### src/rtl/prf_pkg.sv
package prf_pkg;

    // Kind of bus access accepted at the most recent clock edge
    typedef enum logic [1:0] {
        PH_IDLE  = 2'd0,
        PH_WRITE = 2'd1,
        PH_READ  = 2'd2,
        PH_STRAY = 2'd3
    } prf_phase_e;

endpackage

### src/rtl/prf_rx_field.sv
module prf_rx_field #(
    parameter int FIELD_W = 8
) (
    input  logic               clk,
    input  logic               rst_n,
    input  logic               ld_en,
    input  logic [FIELD_W-1:0] ld_data,
    output logic [FIELD_W-1:0] value
);

    // One flop per bit, each loaded only by the hardware side
    for (genvar b = 0; b < FIELD_W; b++) begin : g_bit
        always_ff @(posedge clk or negedge rst_n) begin
            if (!rst_n) begin
                value[b] <= 1'b0;
            end else if (ld_en) begin
                value[b] <= ld_data[b];
            end
        end
    end

    assert_rx_load_R5 : assert property (@(posedge clk) disable iff (!rst_n)
        ld_en |=> (value == $past(ld_data)));

    // Software access never reaches this store
    assert_rx_hold_R6 : assert property (@(posedge clk) disable iff (!rst_n)
        !ld_en |=> $stable(value));

endmodule

### src/rtl/prf_tx_field.sv
module prf_tx_field #(
    parameter int FIELD_W = 8
) (
    input  logic               clk,
    input  logic               rst_n,
    input  logic               wr_hit,
    input  logic [FIELD_W-1:0] wr_data,
    output logic [FIELD_W-1:0] value
);

    always_ff @(posedge clk or negedge rst_n) begin
        if (!rst_n) begin
            value <= '0;
        end else if (wr_hit) begin
            value <= wr_data;
        end
    end

    // Reads and stray accesses leave the transmit store alone
    assert_tx_hold_R7 : assert property (@(posedge clk) disable iff (!rst_n)
        !wr_hit |=> $stable(value));

endmodule

### src/rtl/prf_bus_fsm.sv
module prf_bus_fsm
    import prf_pkg::*;
#(
    parameter int ADDR_W     = 8,
    parameter int DATA_W     = 32,
    parameter int FIELD_W    = 8,
    parameter int REG_OFFSET = 0
) (
    input  logic               clk,
    input  logic               rst_n,
    input  logic [ADDR_W-1:0]  addr,
    input  logic               wr_en,
    input  logic               rd_en,
    input  logic [FIELD_W-1:0] rx_value,
    output logic               wr_hit,
    output logic [DATA_W-1:0]  rdata,
    output logic               strobe
);

    localparam int              PAD_W    = DATA_W - FIELD_W;
    localparam logic [ADDR_W-1:0] HIT_ADDR = ADDR_W'(REG_OFFSET);

    prf_phase_e         state_q, state_d;
    logic               addr_hit;
    logic               rd_hit;
    logic [FIELD_W-1:0] snap_q;

    always_comb begin
        addr_hit = (addr == HIT_ADDR);
        wr_hit   = wr_en && addr_hit;
        rd_hit   = rd_en && !wr_en && addr_hit;
    end

    // Next phase: a write outranks a read at the register address
    always_comb begin
        unique case ({wr_en, rd_en})
            2'b00:        state_d = PH_IDLE;
            2'b01:        state_d = addr_hit ? PH_READ  : PH_STRAY;
            2'b10, 2'b11: state_d = addr_hit ? PH_WRITE : PH_STRAY;
            default:      state_d = PH_IDLE;
        endcase
    end

    // State register, plus a copy of the receive store taken at the read edge
    always_ff @(posedge clk or negedge rst_n) begin
        if (!rst_n) begin
            state_q <= PH_IDLE;
            snap_q  <= '0;
        end else begin
            state_q <= state_d;
            if (rd_hit) begin
                snap_q <= rx_value;
            end
        end
    end

    // Outputs decoded from the phase
    always_comb begin
        rdata  = '0;
        strobe = 1'b0;
        unique case (state_q)
            PH_IDLE:  ;
            PH_WRITE: strobe = 1'b1;
            PH_READ:  rdata  = {{PAD_W{1'b0}}, snap_q};
            PH_STRAY: ;
            default:  ;
        endcase
    end

    assert_strobe_on_write_R3 : assert property (@(posedge clk) disable iff (!rst_n)
        (wr_en && addr == HIT_ADDR) |=> strobe);

    assert_strobe_quiet_R3 : assert property (@(posedge clk) disable iff (!rst_n)
        !(wr_en && addr == HIT_ADDR) |=> !strobe);

    assert_read_value_R10 : assert property (@(posedge clk) disable iff (!rst_n)
        (rd_en && !wr_en && addr == HIT_ADDR) |=> (rdata[FIELD_W-1:0] == $past(rx_value)));

    assert_rdata_idle_R9 : assert property (@(posedge clk) disable iff (!rst_n)
        !(rd_en && !wr_en && addr == HIT_ADDR) |=> (rdata == '0));

    always_comb begin
        if (rst_n) begin
            assert_upper_zero_R4 : assert (rdata[DATA_W-1:FIELD_W] == '0);
        end
    end

endmodule

### src/rtl/pair_reg_port.sv
module pair_reg_port #(
    parameter int ADDR_W     = 8,
    parameter int DATA_W     = 32,
    parameter int FIELD_W    = 8,
    parameter int REG_OFFSET = 0
) (
    input  logic               clk,
    input  logic               rst_n,
    input  logic [ADDR_W-1:0]  bus_addr,
    input  logic               bus_wr_en,
    input  logic               bus_rd_en,
    input  logic [DATA_W-1:0]  bus_wdata,
    output logic [DATA_W-1:0]  bus_rdata,
    input  logic               hw_ld_en,
    input  logic [FIELD_W-1:0] hw_ld_data,
    output logic [FIELD_W-1:0] tx_data,
    output logic               tx_strobe
);

    logic               wr_hit;
    logic [FIELD_W-1:0] rx_value;

    prf_bus_fsm #(
        .ADDR_W     (ADDR_W),
        .DATA_W     (DATA_W),
        .FIELD_W    (FIELD_W),
        .REG_OFFSET (REG_OFFSET)
    ) u_fsm (
        .clk      (clk),
        .rst_n    (rst_n),
        .addr     (bus_addr),
        .wr_en    (bus_wr_en),
        .rd_en    (bus_rd_en),
        .rx_value (rx_value),
        .wr_hit   (wr_hit),
        .rdata    (bus_rdata),
        .strobe   (tx_strobe)
    );

    prf_rx_field #(
        .FIELD_W (FIELD_W)
    ) u_rx (
        .clk     (clk),
        .rst_n   (rst_n),
        .ld_en   (hw_ld_en),
        .ld_data (hw_ld_data),
        .value   (rx_value)
    );

    prf_tx_field #(
        .FIELD_W (FIELD_W)
    ) u_tx (
        .clk     (clk),
        .rst_n   (rst_n),
        .wr_hit  (wr_hit),
        .wr_data (bus_wdata[FIELD_W-1:0]),
        .value   (tx_data)
    );

    // Transmit store follows the accepted write data one edge later
    assert_tx_capture_R2 : assert property (@(posedge clk) disable iff (!rst_n)
        (bus_wr_en && bus_addr == ADDR_W'(REG_OFFSET)) |=> (tx_data == $past(bus_wdata[FIELD_W-1:0])));

endmodule

### config.mk
export PLATFORM = sky130hd
export DESIGN_NAME = pair_reg_port
export DESIGN_NICKNAME = d
export VERILOG_FILES = /design/src/rtl/prf_pkg.sv /design/src/rtl/prf_rx_field.sv /design/src/rtl/prf_tx_field.sv /design/src/rtl/prf_bus_fsm.sv /design/src/rtl/pair_reg_port.sv
export SDC_FILE = /design/constraint.sdc
export NUM_CORES = 1
export LEC_CHECK = 0
export BUFFER_PORTS_ARGS = -buffer_cell sky130_fd_sc_hd__buf_2
export CORE_MARGIN = 1.5
export CORE_UTILIZATION = 44
export CTS_BUF_LIST = sky130_fd_sc_hd__clkbuf_4
export DETAILED_ROUTE_END_ITERATION = 12
export MAX_ROUTING_LAYER = met4
export PLACE_DENSITY_LB_ADDON = 0.3
export RECOVER_POWER = 50
export SLEW_MARGIN = 20
export SYNTH_ARGS = -nofsm -noshare
export SYNTH_HDL_FRONTEND = slang
export SYNTH_SLANG_ARGS = --single-unit
### constraint.sdc
create_clock -name clk -period 1.2 [get_ports clk]
set_input_delay 0.12 -clock clk [delete_from_list [all_inputs] [get_ports clk]]
set_output_delay 0.12 -clock clk [all_outputs]
set_load 0.05 [all_outputs]
# Word level (Yosys, flattened, before mapping)

Index checks and enable logic that the tools add are counted.

Memories kept: 0
Bits in read-only memories: 0
Register bits after elaboration: 26
Input bits: 53
Logic and storage cells: 28
RAM bits: 0
Output and inout bits: 41
Bits in latches: 0

Add/sub/neg operators: 0
Shift operators: 0
Equal/unequal tests: 5
Multiplexer cells: 5
$mul: 0
Divide/modulo/power cells: 0
Magnitude comparators: 0
Bitwise gates (word level): 0
Reductions and logical operators: 7

Operators by type and width:

| kind                                                 | number |
|---|---|
| logical NOT 8 bit                                    | 1 |
| two-way mux 8 bit                                    | 1 |
| equality test 2 bit (second input constant)          | 3 |
| one-hot mux 2 bit (3 select lines)                   | 1 |
| equality test 2 x 1 -> 1 bit (second input constant) | 2 |
| logical AND 1 bit                                    | 3 |
| logical NOT 2 bit                                    | 1 |
| two-way mux 1 bit                                    | 2 |
| two-way mux 2 bit                                    | 1 |
| OR reduction 2 bit                                   | 1 |
| logical NOT 1 bit                                    | 1 |

# Depth between registers and ports, before layout

Gate-level depths: netlist of run 1.

Depth after elaboration: 3
Depth in mapped cells: 3
Gate-level depth less buffers: 3

# Cells and area by module

Synthesis of run 1 repeated with hierarchy kept, for this count alone.

Cell total of the unflattened synthesis: 95
Area total of the unflattened synthesis: 1,325.0 sq um

By module, submodules not included:

| module       | instances | sequential area each (sq um) | cells an instance | area an instance (sq um) |
|---|---|---|---|---|
| prf_bus_fsm  | 1         | 250.2                        | 61                | 661.9 |
| prf_rx_field | 1         | 200.2                        | 17                | 331.6 |
| prf_tx_field | 1         | 200.2                        | 17                | 331.6 |

# Least setup slack after synthesis of run 1

OpenSTA, ideal clock, no wires.

Kind: register to output
From: register u_fsm.state_q[1]
To: output tx_strobe
Buffers on the path: 0
Slack: 0.030 ns
Data arrival time: 1.050 ns
Cell stages (with the launch flop): 2
Data required time: 1.080 ns
Cells stage by stage: dfrtp_1 > nor2b_1

Cells in the longest elaborated chain, start to end: 2

Ends and longest elaborated chain:

| what                         | line                | RTL |
|---|---|---|
| start: declaration           | prf_bus_fsm.sv:23   | `prf_phase_e state_q, state_d;` |
| start signal: assignment     | prf_bus_fsm.sv:50   | `state_q <= state_d;` |
| equality test 2 x 1 -> 1 bit | prf_bus_fsm.sv:61   | `unique case (state_q)` |
| two-way mux 1 bit            | prf_bus_fsm.sv:61   |  |
| end: declaration             | pair_reg_port.sv:17 | `output logic tx_strobe` |

No other way between the ends.

# Worst setup path in the final report of run 1

From: register u_fsm.state_q[0]
To: output bus_rdata[4]

Cells in the longest elaborated chain, start to end: 2

Ends and longest elaborated chain:

| what                | line                | RTL |
|---|---|---|
| equality test 2 bit | prf_bus_fsm.sv:61   |  |
| two-way mux 8 bit   | prf_bus_fsm.sv:61   |  |
| end: declaration    | pair_reg_port.sv:13 | `output logic [DATA_W-1:0] bus_rdata,` |

No other way between the ends.

==> impl_metrics.yaml, run 1 <==
synth:
  yosys_warnings: 0
  yosysUniqueCellTypes: 14
  syn-instance-count: 93
  synth_ff_type: "dfrtp_1"
  synthArstFlopShare_pct: 100
  syn_area_um2: 1270
  post-synth-top-area-fraction_pct: 51.4
  synth_area_leaders: "dfrtp_1, mux2_2, buf_4"
  ys_seq_area_share_pct: 51.4
  synth_area_per_cell_um2: 13.6
  synth_top_area_cell: "dfrtp_1"
  ys_seq_elements: 26
  synth_edf_count: 0
floorplanning:
  rows: 19
  coreArea_um2: 2730
  die_w_um: 56.6
  ios: 94
  initial_core_util_pct: 46.3
  die_h_um: 56.6
  die-area_um2: 3210
min_path:
  worstHoldPathType: "in -> reg"
job:
  cap_viol_max_count: 0
placement:
  port_buffers: 45
  gp_congestion: 0.675
  dp_hpwl_um: 1620
finish:
  fin_util_pct: 57.0
  n_antenna_cell: 0
  areaGrowthSynthToFinish_pct: 23.1
  drive_gt1_share_pct: 53.5
  layout.nets: 197
route:
  routed_via_density: 4.57
  drc_errors: 0
  dr.pass1.iters: 2
  wl_met3_um: 161
  top_layer: "met4"
  finalWirelength_um: 2020
  final_antenna_net_count: 0
  wl_met1_um: 798
  drt_iter0_markers: 4
  dr_total_vias: 791
  wl_per_cell_um: 11.7
  wl_met2_um: 1040
pwr:
  power.switching_mw: 0.550
  p_comb_share_pct: 23.1
  pwr-share-clk_pct: 20.7
  p_leak_nw: 0.868
  seqPwrFrac_pct: 56.2
  intPower_mw: 1.14
  peakVddDrop_mv: 0.765
  p_per_area_nw_per_um2: 1090
  swShare_pct: 32.5
global_route:
  grt_usage_pct: 14.2
  first_global_vias: 797
  grt_max_degree: 27
  grt_pass1_wl_um: 3480
  grt-ovfl-total: 0
  grt_antenna_before_repair: 0
clock_network:
  cts_tree: "done"
  cts_buffers: 3
  clock-root-buffer: "clkbuf_4"
  cts.sinks: 26
  insertion_delay_ns: 0.31
  cts.clk_slew.worst_paths_ns: 0.13
  clock_path_buffers: 2
  cts_max_level: 1
sta:
  whs_ns: 0.0277
  min_period_over_period_pct: 115
  grt_setup_unrepaired: "true"
  hold_viol_final: 0
  tightestPinTransition_ns: 0.625
  fin_worst_skew_ns: 0.00449
  fin_crit_ns: 1.38
  worst_slack_ns: -0.180
  max_freq_ghz: 0.725
  slew_viol_final: 0
  finalSetupViolations: 8
  slew_headroom_pct: 58.4
critical_path:
  crit_chain: "nor2b_4, and2_4, buf_8"
  slowest_delay_ns: 0.42
  crit_required_ns: 1.08
  critPathMaxFanout: 8
  startpoint_type: "flop"
  worstSetupPathType: "reg -> out"
  cp_slowest_cell: "dfrtp_1"
  end_kind: "primary output"
  worstPathArrival_ns: 1.26
outcome:
  violations: "setup timing"
  status: "complete, but fails checks"
## worst paths after layout
kind | startpoint | endpoint | slack (ns) | cells after the start
worst max-delay path | u_fsm.state_q[0] | bus_rdata[4] | -0.18 | 3
worst min-delay path | bus_wdata[4] | u_tx.value[4] | 0.03 | 2
worst max register to register | u_rx.value[4] | u_fsm.snap_q[4] | 0.40 | 1
worst min register to register | u_fsm.snap_q[3] | u_fsm.snap_q[3] | 0.50 | 1
max in group asynchronous | rst_n | u_rx.value[2] | 0.45 | 2
min in group asynchronous | rst_n | u_tx.value[7] | 0.34 | 2
## area by class of cell
| type | instances | area [um2] |
|---|---|---|
| multi-input cells | 65 | 533 |
| flip-flops and latches | 26 | 651 |
| well taps | 31 | 38.8 |
| clock buffers | 3 | 22.5 |
| repair buffers | 48 | 314 |
| fillers | 252 | 1170 |
## synth_stat cells, drive strengths merged (2+ instances only)
master / n
buf: 24
mux2: 24
and2: 8
dfrtp: 26
nor4: 2
nor2b: 2
## cells by family (layout without fill, tap and decap cells)
family	after synthesis	after routing	share of synthesized area, %
buf+inv	25	51	14.5
simple gates	15	15	11.3
flops	26	26	51.4
mux	24	24	21.3
compound gates	2	2	1.19
other cells	1	24	0.296
## power groups by stage
| stage | sequential (mW) | clock (mW) | combinational, mW |
|---|---|---|---|
| global placement | 0.965 | 0 | 0.381 |
| floorplan | 1.01 | 0 | 0.302 |
| detailed placement | 0.969 | 0 | 0.387 |
| global route | 0.959 | 0.396 | 0.417 |
| finish | 0.952 | 0.350 | 0.391 |
| CTS | 0.953 | 0.365 | 0.395 |
## cell usage in the layout (no fill, tap or decap)
cell           instances
buf_2                 35
dfrtp_1               26
conb_1                24
mux2_2                19
buf_6                  6
and2_1                 5
mux2_1                 5
and2_4                 3
clkbuf_4               3
buf_8                  3
nor4_4                 2
nor2b_4                1
nand2_1                1
a21o_1                 1
nand3_2                1
o21a_1                 1
nor2b_1                1
nand4b_4               1
dlygate4sd3_1          1
clkbuf_2               1
buf_4                  1
clkbuf_1               1
## state kept, by name (all words and copies together) (netlist names)
signal,flops
u_fsm.snap_q,8
u_fsm.state_q,2
u_rx.value,8
u_tx.value,8
## routing by layer
metal	up-vias	GRT usage, %
met5	-	-
met4	0	3.06
met3	2	3.23
met2	44	24.6
met1	381	16.9
li1	364	-
## stage by stage
| stage | setup TNS (ns) | area (um2) | power [mW] | worst slack (ns) | instances |
|---|---|---|---|---|---|
| 6_report | -1.41 | 1560 | 1.69 | -0.180 | 173 |
| 5_1_grt | -2.10 | 1560 | 1.77 | -0.268 | 173 |
| 4_1_cts | -1.68 | 1560 | 1.71 | -0.212 | 173 |
| 3_5_place_dp | -2.88 | 1460 | 1.36 | -0.200 | 170 |
| 3_3_place_gp | -2.52 | 1460 | 1.35 | -0.168 | 170 |
| 2_1_floorplan | 0 | 1350 | 1.31 | 0.0302 | 116 |
## what timing repair did
action,in CTS,in global routing
gates resized for setup,25,1
setup endpoints to repair,8,9
pin swaps,2,1
setup buffers,0,0
hold buffers,1,0
hold endpoints to repair,26,0
## critical path, delay by kind of cell, from the launching register on
family,cells,cell delay [ns]
DFF,1,0.42
and+or+nand+nor,2,0.39
buffers and inverters,1,0.14
Note: power is estimated with default switching activity, not from simulation.
==> run 2, diff against run 1 <==
--- a/config.mk
+++ b/config.mk
@@ -11,7 +11,7 @@
 export CTS_BUF_LIST = sky130_fd_sc_hd__clkbuf_4
 export DETAILED_ROUTE_END_ITERATION = 12
 export MAX_ROUTING_LAYER = met4
-export PLACE_DENSITY_LB_ADDON = 0.3
+export PLACE_DENSITY = 0.84
 export RECOVER_POWER = 50
 export SLEW_MARGIN = 20
 export SYNTH_ARGS = -nofsm -noshare
==> impl_metrics.yaml, run 2 (synthesis results as in run 1) <==
outcome:
  status: "complete, but fails checks"
  violations: "setup timing"
clock_network:
  cts.sinks: 26
  cts_tree: "done"
  insertion_delay_ns: 0.30
  postCtsSetupBuffers: 0
  clock-root-buffer: "clkbuf_4"
  cts.clk_slew.worst_paths_ns: 0.13
  cts_max_level: 1
  cts_buffers: 3
  clock_path_buffers: 2
sta:
  fin_worst_skew_ns: 0.000307
  hold_viol_final: 0
  slew_viol_final: 0
  fin_crit_ns: 1.35
  worst_slack_ns: -0.149
  grt_setup_unrepaired: "true"
  finalSetupViolations: 8
  max_freq_ghz: 0.742
  whs_ns: 0.0371
  min_period_over_period_pct: 112
  slew_headroom_pct: 59.8
  tightestPinTransition_ns: 0.603
critical_path:
  crit_chain: "nor2b_4, and2_1, buf_6"
  crit_required_ns: 1.08
  end_kind: "primary output"
  critPathMaxFanout: 8
  cp_slowest_cell: "dfrtp_1"
  slowest_delay_ns: 0.42
  worstPathArrival_ns: 1.23
  startpoint_type: "flop"
  worstSetupPathType: "reg -> out"
global_route:
  grt_antenna_before_repair: 0
  grt-ovfl-total: 0
  grt_max_degree: 27
  grt_usage_pct: 14.0
  grt_pass1_wl_um: 3440
  first_global_vias: 820
finish:
  final_cell_mix: "buf_2, dfrtp_1, conb_1, mux2_2, buf_6"
  reg_top3: "u_fsm.snap_q: 8 flops, u_rx.value: 8 flops, u_tx.value: 8 flops"
  stdcell_count: 172
  drive_gt1_share_pct: 53.2
  areaGrowthSynthToFinish_pct: 23.4
  layout.nets: 195
  fin_util_pct: 57.2
  n_antenna_cell: 0
  final_common_cell: "buf_2"
floorplanning:
  die_h_um: 56.6
  coreArea_um2: 2730
  die-area_um2: 3210
  initial_core_util_pct: 46.3
  die_w_um: 56.6
  rows: 19
  ios: 94
route:
  drc_errors: 0
  routed_via_density: 4.51
  wl_per_cell_um: 11.4
  dr_total_vias: 776
  dr.pass1.iters: 4
  finalWirelength_um: 1960
  drt_iter0_markers: 3
  final_antenna_net_count: 0
  wl_met3_um: 162
  wl_met1_um: 745
  top_layer: "met4"
  wl_met2_um: 1040
job:
  cap_viol_max_count: 0
placement:
  dp_slack_ns: -0.228
  port_buffers: 45
  placed_cells: 168
  gp_congestion: 0.681
  dp_hpwl_um: 1670
min_path:
  worstHoldPathType: "in -> reg"
pwr:
  p_per_area_nw_per_um2: 1220
  p_leak_nw: 0.872
  peakVddDrop_mv: 0.864
  total_power_mw: 1.91
==> run 2: power by group <==
group | internal, mW | switching [mW] | leakage (nW)
clock network | 0.337 | 0.231 | 0.0279
logic | 0.0986 | 0.288 | 0.509
registers | 0.926 | 0.0263 | 0.335
total | 1.36 | 0.545 | 0.872
==> run 2: final cells by class <==
cell class	instances	area (um2)
clock buffers	3	22.5
clock inverters	1	30.0
fillers	242	1170
multi-input cells	65	522
flip-flops and latches	26	651
well taps	31	38.8
repair buffers	46	299
==> run 2: final timing paths <==
| kind | from | to | slack (ns) | cells after the start |
|---|---|---|---|---|
| max in group asynchronous | rst_n | u_rx.value[1] | 0.47 | 2 |
| worst max-delay path | u_fsm.state_q[0] | bus_rdata[6] | -0.15 | 3 |
| worst min-delay path | bus_wdata[2] | u_tx.value[2] | 0.04 | 2 |
| min in group asynchronous | rst_n | u_rx.value[4] | 0.34 | 2 |
| worst min register to register | u_fsm.snap_q[4] | u_fsm.snap_q[4] | 0.50 | 1 |
| worst max register to register | u_rx.value[7] | u_fsm.snap_q[7] | 0.39 | 1 |
==> run 2: repair_timing <==
item | CTS | global route
resized for setup | 21 | 3
gates cloned | 0 | 0
endpoints found under the setup margin | 8 | 9
pin swaps | 0 | 1
hold buffers | 1 | 0
hold endpoints to repair | 26 | 0
==> run 2: stage by stage <==
stage                     cell area (um2)  TNS [ns]
after floorplan                      1350         0
after global placement               1440     -2.10
after detailed placement             1440     -3.17
after CTS                            1560     -1.30
after global routing                 1560     -2.51
final                                1560     -1.12
==> run 2: metal layers <==
layer	GRT usage, %	vias up
met5	-	-
met4	5.10	0
met3	2.07	2
met2	24.8	44
met1	16.0	370
li1	-	360
==> run 2: worst max-delay path, delay by kind of cell (launching register included) <==
kind	cells	cell delay, ns
buffers and inverters	1	0.16
and+or+nand+nor	2	0.35
DFF	1	0.42
